--- src/rtl/irqc_pkg.sv ---
package irqc_pkg;
   localparam int unsigned SRC_N = 5;
   localparam int unsigned IDX_W = 3;

   // polling order equals index order
   typedef enum logic [IDX_W-1:0] {
      SRC_EXT0 = 3'd0,
      SRC_TMR0 = 3'd1,
      SRC_EXT1 = 3'd2,
      SRC_TMR1 = 3'd3,
      SRC_SER  = 3'd4
   } src_e;

   typedef struct packed {
      logic             found;
      logic             lvl_hi;
      logic [IDX_W-1:0] idx;
   } pick_t;
endpackage

--- src/rtl/irqc_phase.sv ---
module irqc_phase #(
   parameter int unsigned PHASES    = 6,
   parameter int unsigned SAMPLE_AT = 4,
   parameter int unsigned EVAL_AT   = 0
) (
   input  logic clk,
   input  logic rst_n,
   output logic sample_o,
   output logic eval_o
);
   localparam int unsigned PH_W = (PHASES > 1) ? $clog2(PHASES) : 1;
   localparam logic [PH_W-1:0] LAST_PH = PH_W'(PHASES - 1);

   logic [PH_W-1:0] ph_q;

   always_ff @(posedge clk or negedge rst_n) begin
      if (!rst_n)             ph_q <= '0;
      else if (ph_q == LAST_PH) ph_q <= '0;
      else                    ph_q <= ph_q + 1'b1;
   end

   assign sample_o = (ph_q == PH_W'(SAMPLE_AT));
   assign eval_o   = (ph_q == PH_W'(EVAL_AT));
endmodule

--- src/rtl/irqc_first.sv ---
module irqc_first #(
   parameter int unsigned N     = 5,
   parameter int unsigned IDX_W = 3
) (
   input  logic [N-1:0]     req,
   output logic             found,
   output logic [IDX_W-1:0] idx
);
   logic [N:0]   seen;
   logic [N-1:0] first;

   assign seen[0] = 1'b0;
   for (genvar i = 0; i < N; i++) begin : g_chain
      assign seen[i+1] = seen[i] | req[i];
      assign first[i]  = req[i] & ~seen[i];
   end

   always_comb begin
      idx = '0;
      for (int i = 0; i < N; i++) begin
         if (first[i]) idx = idx | IDX_W'(i);
      end
   end

   assign found = seen[N];
endmodule

--- src/rtl/irqc_pick.sv ---
module irqc_pick
   import irqc_pkg::*;
#(
   parameter int unsigned N = SRC_N
) (
   input  logic [N-1:0] pend_hi,
   input  logic [N-1:0] pend_lo,
   output pick_t        pick_o
);
   logic             hi_found, lo_found;
   logic [IDX_W-1:0] hi_idx, lo_idx;

   irqc_first #(.N(N), .IDX_W(IDX_W)) u_hi (.req(pend_hi), .found(hi_found), .idx(hi_idx));
   irqc_first #(.N(N), .IDX_W(IDX_W)) u_lo (.req(pend_lo), .found(lo_found), .idx(lo_idx));

   always_comb begin
      pick_o.found  = hi_found | lo_found;
      pick_o.lvl_hi = hi_found;
      pick_o.idx    = hi_found ? hi_idx : lo_idx;
   end
endmodule

--- src/rtl/irqc_nest.sv ---
module irqc_nest (
   input  logic clk,
   input  logic rst_n,
   input  logic reti_i,
   input  logic grant_i,
   input  logic grant_hi_i,
   output logic busy_hi_o,
   output logic busy_lo_o
);
   logic hi_q, lo_q, hi_d, lo_d;

   always_comb begin
      hi_d = hi_q;
      lo_d = lo_q;
      if (reti_i) begin
         if (hi_q) hi_d = 1'b0;
         else      lo_d = 1'b0;
      end
      if (grant_i) begin
         if (grant_hi_i) hi_d = 1'b1;
         else            lo_d = 1'b1;
      end
   end

   always_ff @(posedge clk or negedge rst_n) begin
      if (!rst_n) begin
         hi_q <= 1'b0;
         lo_q <= 1'b0;
      end else begin
         hi_q <= hi_d;
         lo_q <= lo_d;
      end
   end

   assign busy_hi_o = hi_q;
   assign busy_lo_o = lo_q;
endmodule

--- src/rtl/prio_irq_ctrl.sv ---
module prio_irq_ctrl
   import irqc_pkg::*;
#(
   parameter int unsigned PHASES     = 6,
   parameter int unsigned SAMPLE_AT  = 4,
   parameter int unsigned EVAL_AT    = 0,
   parameter int unsigned DATA_W     = 8,
   parameter int unsigned GE_BIT     = 7,
   parameter int unsigned ADDR_W     = 16,
   parameter int unsigned VEC_BASE   = 3,
   parameter int unsigned VEC_STRIDE = 8,
   parameter int unsigned EXT_N      = 2
) (
   input  logic              clk,
   input  logic              rst_n,
   input  logic              cfg_we,
   input  logic              cfg_sel,
   input  logic [DATA_W-1:0] cfg_wdata,
   input  logic [EXT_N-1:0]  ext_req,
   input  logic [EXT_N-1:0]  ext_edge_mode,
   input  logic [1:0]        tmr_ovf,
   input  logic              ser_rx_done,
   input  logic              ser_tx_done,
   input  logic              core_hold,
   input  logic              reti_strobe,
   output logic              ack,
   output logic [ADDR_W-1:0] ack_vec,
   output logic [EXT_N-1:0]  ext_clr,
   output logic [DATA_W-1:0] en_reg,
   output logic [DATA_W-1:0] pri_reg,
   output logic              busy_hi,
   output logic              busy_lo
);
   localparam logic [DATA_W-1:0] SRC_MASK = DATA_W'((1 << SRC_N) - 1);
   localparam logic [DATA_W-1:0] EN_MASK  = SRC_MASK | (DATA_W'(1) << GE_BIT);
   localparam logic [ADDR_W-1:0] BASE_V   = ADDR_W'(VEC_BASE);
   localparam logic [ADDR_W-1:0] STRIDE_V = ADDR_W'(VEC_STRIDE);

   initial begin
      assert (SAMPLE_AT < PHASES && EVAL_AT < PHASES) else $error("phase index out of range");
      assert (SAMPLE_AT != EVAL_AT) else $error("capture and decision share a state");
      assert (GE_BIT < DATA_W && GE_BIT >= SRC_N) else $error("global enable bit misplaced");
      assert (EXT_N == 2) else $error("source map fixes two external lines");
      assert (VEC_BASE + (SRC_N - 1) * VEC_STRIDE < (1 << ADDR_W)) else $error("vector overflows address");
   end

   // ---------------- software registers ----------------
   logic [DATA_W-1:0] en_q, pri_q;

   always_ff @(posedge clk or negedge rst_n) begin
      if (!rst_n) begin
         en_q  <= '0;
         pri_q <= '0;
      end else if (cfg_we) begin
         if (cfg_sel) pri_q <= cfg_wdata & SRC_MASK;
         else         en_q  <= cfg_wdata & EN_MASK;
      end
   end

   // ---------------- capture ----------------
   logic sample_stb, eval_stb;

   irqc_phase #(.PHASES(PHASES), .SAMPLE_AT(SAMPLE_AT), .EVAL_AT(EVAL_AT)) u_phase (
      .clk(clk), .rst_n(rst_n), .sample_o(sample_stb), .eval_o(eval_stb)
   );

   logic [SRC_N-1:0] raw_req, snap_q;

   assign raw_req = {ser_rx_done | ser_tx_done, tmr_ovf[1], ext_req[1], tmr_ovf[0], ext_req[0]};

   always_ff @(posedge clk or negedge rst_n) begin
      if (!rst_n)          snap_q <= '0;
      else if (sample_stb) snap_q <= raw_req;
   end

   // ---------------- arbitration ----------------
   logic [SRC_N-1:0] en_src, pend, pend_hi, pend_lo;
   pick_t            pick;
   logic             allowed, grant;

   assign en_src  = en_q[SRC_N-1:0] & {SRC_N{en_q[GE_BIT]}};
   assign pend    = snap_q & en_src;
   assign pend_hi = pend & pri_q[SRC_N-1:0];
   assign pend_lo = pend & ~pri_q[SRC_N-1:0];

   irqc_pick #(.N(SRC_N)) u_pick (.pend_hi(pend_hi), .pend_lo(pend_lo), .pick_o(pick));

   always_comb begin
      if (!pick.found)      allowed = 1'b0;
      else if (pick.lvl_hi) allowed = !busy_hi;
      else                  allowed = !busy_hi && !busy_lo;
   end

   assign grant = eval_stb && !core_hold && allowed;

   irqc_nest u_nest (
      .clk(clk), .rst_n(rst_n), .reti_i(reti_strobe),
      .grant_i(grant), .grant_hi_i(pick.lvl_hi),
      .busy_hi_o(busy_hi), .busy_lo_o(busy_lo)
   );

   // ---------------- outputs ----------------
   logic [EXT_N-1:0]  clr_d, clr_q;
   logic [ADDR_W-1:0] vec_d, vec_q;
   logic              ack_q;

   for (genvar j = 0; j < EXT_N; j++) begin : g_ext_clr
      localparam logic [IDX_W-1:0] EXT_IDX = IDX_W'(2 * j);
      assign clr_d[j] = grant && (pick.idx == EXT_IDX) && ext_edge_mode[j];
   end

   assign vec_d = BASE_V + ADDR_W'(pick.idx) * STRIDE_V;

   always_ff @(posedge clk or negedge rst_n) begin
      if (!rst_n) begin
         ack_q <= 1'b0;
         vec_q <= '0;
         clr_q <= '0;
      end else begin
         ack_q <= grant;
         vec_q <= grant ? vec_d : '0;
         clr_q <= clr_d;
      end
   end

   assign ack     = ack_q;
   assign ack_vec = vec_q;
   assign ext_clr = clr_q;
   assign en_reg  = en_q;
   assign pri_reg = pri_q;
endmodule

--- config.mk ---
export PLATFORM = sky130hd
export DESIGN_NAME = prio_irq_ctrl
export DESIGN_NICKNAME = d
export VERILOG_FILES = /design/src/rtl/irqc_pkg.sv /design/src/rtl/irqc_phase.sv /design/src/rtl/irqc_first.sv /design/src/rtl/irqc_pick.sv /design/src/rtl/irqc_nest.sv /design/src/rtl/prio_irq_ctrl.sv
export SDC_FILE = /design/constraint.sdc
export NUM_CORES = 1
export LEC_CHECK = 0
export ABC_AREA = 0
export BUFFER_PORTS_ARGS = -buffer_cell sky130_fd_sc_hd__buf_2
export CAP_MARGIN = 20
export CELL_PAD_IN_SITES_DETAIL_PLACEMENT = 0
export CELL_PAD_IN_SITES_GLOBAL_PLACEMENT = 1
export CORE_MARGIN = 2
export CORE_UTILIZATION = 35
export DETAILED_ROUTE_END_ITERATION = 8
export PLACE_DENSITY = 0.89
export SLEW_MARGIN = 20
export SYNTH_ARGS = -nofsm -noshare
export SYNTH_HDL_FRONTEND = slang
export SYNTH_HIERARCHICAL = 1
export SYNTH_SLANG_ARGS = --single-unit
--- constraint.sdc ---
create_clock -name clk -period 2.2 [get_ports clk]
set_input_delay 0.44 -clock clk [delete_from_list [all_inputs] [get_ports clk]]
set_output_delay 0.44 -clock clk [all_outputs]
set_load 0.02 [all_outputs]
* Yosys cells after proc, flatten, opt, wreduce, memory -nomap -nowiden
Index checks and enable logic that the tools add are counted.
Storage, ports and cells: register bits after elaboration 31, input bits 22, output and inout bits 37, logic and storage cells 80
Cells by class: $add $sub $neg 2, equal/unequal tests 3, muxes and demuxes 20, bitwise gates (word level) 32, reductions and logical operators 14
Operators with widths (count):
- $and A5 B5 Y5 | 4
- $mux W3 | 4
- $mux W1 | 11
- $or A1 B1 Y1 | 10
- $not A1 Y1 | 9
- $and A1 B1 Y1 | 8
- $mux W2 | 4
- $add A2 B6 Y7 const A | 1
- $logic_and A1 B1 Y1 | 7
- $mux W7 | 1
- $eq A3 B3 Y1 const B | 2
- $logic_not A3 Y1 | 2
- $not A5 Y5 | 1
- $reduce_and A2 Y1 | 2
- $add A3 B1 Y3 const B | 1
- $eq A3 B2 Y1 const B | 1
- $logic_not A1 Y1 | 3

* Depth between registers and ports, before layout
depth in word-level cells 13, gate-level depth with buffers 9, mapped depth without buffers 9

* Hierarchy
Netlist, hierarchy kept.
Modules (own cells, without submodules):
- prio_irq_ctrl | instances 1, cells an instance 92, area each 1052.3 um^2, sequential area each 550.5 um^2
- irqc_phase | instances 1, cells an instance 11, area each 126.4 um^2, sequential area each 75.1 um^2
- irqc_first | instances 2, cells an instance 8, area each 48.8 um^2, sequential area each 0.0 um^2
- irqc_nest | instances 1, cells an instance 8, area each 81.3 um^2, sequential area each 50.0 um^2
- irqc_pick | instances 1, cells an instance 5, area each 47.5 um^2, sequential area each 0.0 um^2

* Worst setup path before layout
Ideal clock, no wire load.
path type register to register, from reg en_q[7] (netlist: en_reg[7]), to reg clr_q[0] (netlist: ext_clr[0]), library setup time 0.082 ns, data arrival time 2.018 ns, required time 2.118 ns, path slack 0.100 ns, cell stages (with the launch flop) 8, buffers on the path 0, clock period less this slack 2.100 ns, cell sequence dfrtp_1 nand3_1 nor2_1 nor4_2 nand2b_1 mux2_2 or4b_1 nor3_2
RTL lines:
- start, declared | line prio_irq_ctrl.sv:48 | logic [DATA_W-1:0] en_q, pri_q;
- start signal, assigned | line prio_irq_ctrl.sv:56 | else en_q <= cfg_wdata & EN_MASK;
- end signal, assigned | line prio_irq_ctrl.sv:122 | clr_q <= clr_d;
- end, declared | line prio_irq_ctrl.sv:103 | logic [EXT_N-1:0] clr_d, clr_q;

==> results.tsv <==
metric	value	unit
status	completed	
place_ws	0.0125	ns
finalInstanceArea	1680	um^2
worstSkewPairLatency	0.27	ns
worst_slew_pin_slew	0.582	ns
cts_num_sinks	27	
clk_path_buf_depth	2	
ys_ff_latch	27	
core_area	3940	um^2
globalplace.congestion	0.666	
syn_avg_cell_area	10.6	um^2
synth-edff-count	0	
critical_path_arrival	2.33	ns
cts.clk_slew.worst_paths	0.09	ns
cts_tree	built	
syn-instance-count	132	
syn_area	1410	um^2
wl	2480	um
grt_setup_unrepaired	true	
diodes	0	
yosysTopAreaCell	dfrtp_1	
grt_pass1_vias	965	
critPathKind	register to register	
setup_viol	0	
vias	995	
holdWs	0.156	ns
multi_input_area	624	um^2
nFillCells	393	
crit_fanout	6	
dp_hpwl	1980	um
grt_pass1_wl	4220	um
slew_violations	0	
cp-start-kind	register	
die_w	67.4	um
final.setup.tns	0	ns
cellLeakagePower	0.851	nW
period_share	96.6	%
floorplan.rows	23	
largest_reg_flops	6	
ys.flop_type	dfrtp_1	
grt.total_usage	12.4	%
synthTopCellsByArea	dfrtp_1 48%, mux2_1 12%, buf_4 10%	
slew_headroom	61.2	%
htreeDepth	1	
die_y	67.4	um
drc	0	
post_dp_cell_area	1600	um^2
numCtsBuffers	3	
drive_above_1_share	36.6	%
power_density	712	nW/um^2
async_reset_ff_share	100	%
fin_util	42.7	%
ys_types	28	
cp_data_required_time	2.40	ns
cap_violations	0	
ys_seq_area_share	48.1	%
finalCriticalPeriod	2.12	ns
ir_drop	0.364	mV
port_buffers	40	
worstHoldPathType	input port to asynchronous set/reset pin	
ios	59	
synth_top_area_share	48.1	%
routedWlPerCell	11.0	um
avgViaCountPerCell	4.42	
grt_max_degree	28	
ant_nets	0	
cts-root-buf	clkbuf_8	
cp-end-kind	register	
drt_iter0_drc	35	
synth_common_cells	27 x dfrtp_1, 19 x buf_4, 15 x mux2_1, 15 x nor2_1, 11 x inv_1	
hold_viol_final	0	
antenna_found_initial	0	
regArea	677	um^2
setup_ws	0.0758	ns
max_freq	471	MHz
skew	0.00344	ns
first_pass_iters	4	
cts_hold_buf	0	
yosysMostFrequentCell	dfrtp_1	
synthToLayoutAreaGrowth	19.7	%
die_area	4540	um^2
grt_overflow	0	
fin_nets	198	
start_util	35.6	%
yosysWarnings	6	
-- where the power goes --
group | internal [mW] | switching, mW
combinational | 0.136 | 0.200
clock | 0.127 | 0.149
sequential | 0.545 | 0.0400
total | 0.808 | 0.389
-- what timing repair did --
action                     CTS  global route
gates resized for setup      1             7
setup buffers                0             1
pin swaps                    0             2
setup endpoints to repair    1             3
-- worst max-delay path, cell delays in order, from the launching register on --
cell      delay, ns
dfrtp_2        0.46
nand3_2        0.09
nor2_2         0.05
nor4_2         0.29
nand2b_1       0.18
mux2_4         0.35
or4b_4         0.54
nor3_2         0.10
-- cells by family (layout without fill, tap and decap cells) --
group	count (synthesis)	after routing	synth area share (%)
AO/OA/AOI/OAI	6	6	2.67
buffers and inverters	31	59	13.4
flip-flops	27	27	48.1
multiplexers	19	19	15.1
other	1	16	0.267
AND/OR/NAND/NOR	48	48	20.4
-- final timing paths --
| check | start | end | slack [ns] | cells past startpoint |
|---|---|---|---|---|
| hold reg to reg | snap_q[1] | snap_q[1] | 0.49 | 1 |
| setup reg to reg | en_reg[7] | ext_clr[0] | 0.08 | 7 |
| setup / recovery | en_reg[7] | ext_clr[0] | 0.08 | 7 |
| max in group asynchronous | rst_n | en_reg[7] | 1.62 | 1 |
| min in group clk | reti_strobe | u_nest/busy_hi_o | 0.36 | 2 |
| hold / removal | rst_n | ack_vec[4] | 0.16 | 1 |
-- stage by stage --
step,std cells,power (mW)
CTS,224,1.19
floorplan,147,0.836
global route,225,1.28
detailed placement,220,0.917
global placement,220,0.910
finish,225,1.20
-- metal layers --
metal / up-vias / global-route usage (%) / wire length [um]
met2: 36 / 22.0 / 1210
li1: 491 / - / -
met4: 0 / 3.83 / 19
met1: 466 / 14.6 / 1090
met5: - / 0 / 0
met3: 2 / 3.33 / 163
-- area by class of cell --
| cell class | instances | share of cell area (%) |
|---|---|---|
| multi-input cells | 89 | 37.1 |
| repair buffers | 44 | 13.7 |
| clock buffers | 3 | 2.46 |
| flip-flops and latches | 27 | 40.3 |
| clock inverters | 1 | 0.298 |
| well taps | 50 | 3.72 |
| inverters | 11 | 2.46 |
-- cell usage in the layout (no fill, tap or decap), drive strengths merged, types with 3 or more instances in the layout --
cell type	synthesis	final
nand3	5	5
mux2	18	18
nand2b	6	6
conb	1	16
buf	20	44
inv	11	11
nor3	5	5
nor2	15	15
clkbuf	0	3
nor3b	3	3
dfrtp	27	27
a21oi	3	3
(Power assumes the default switching activity.)
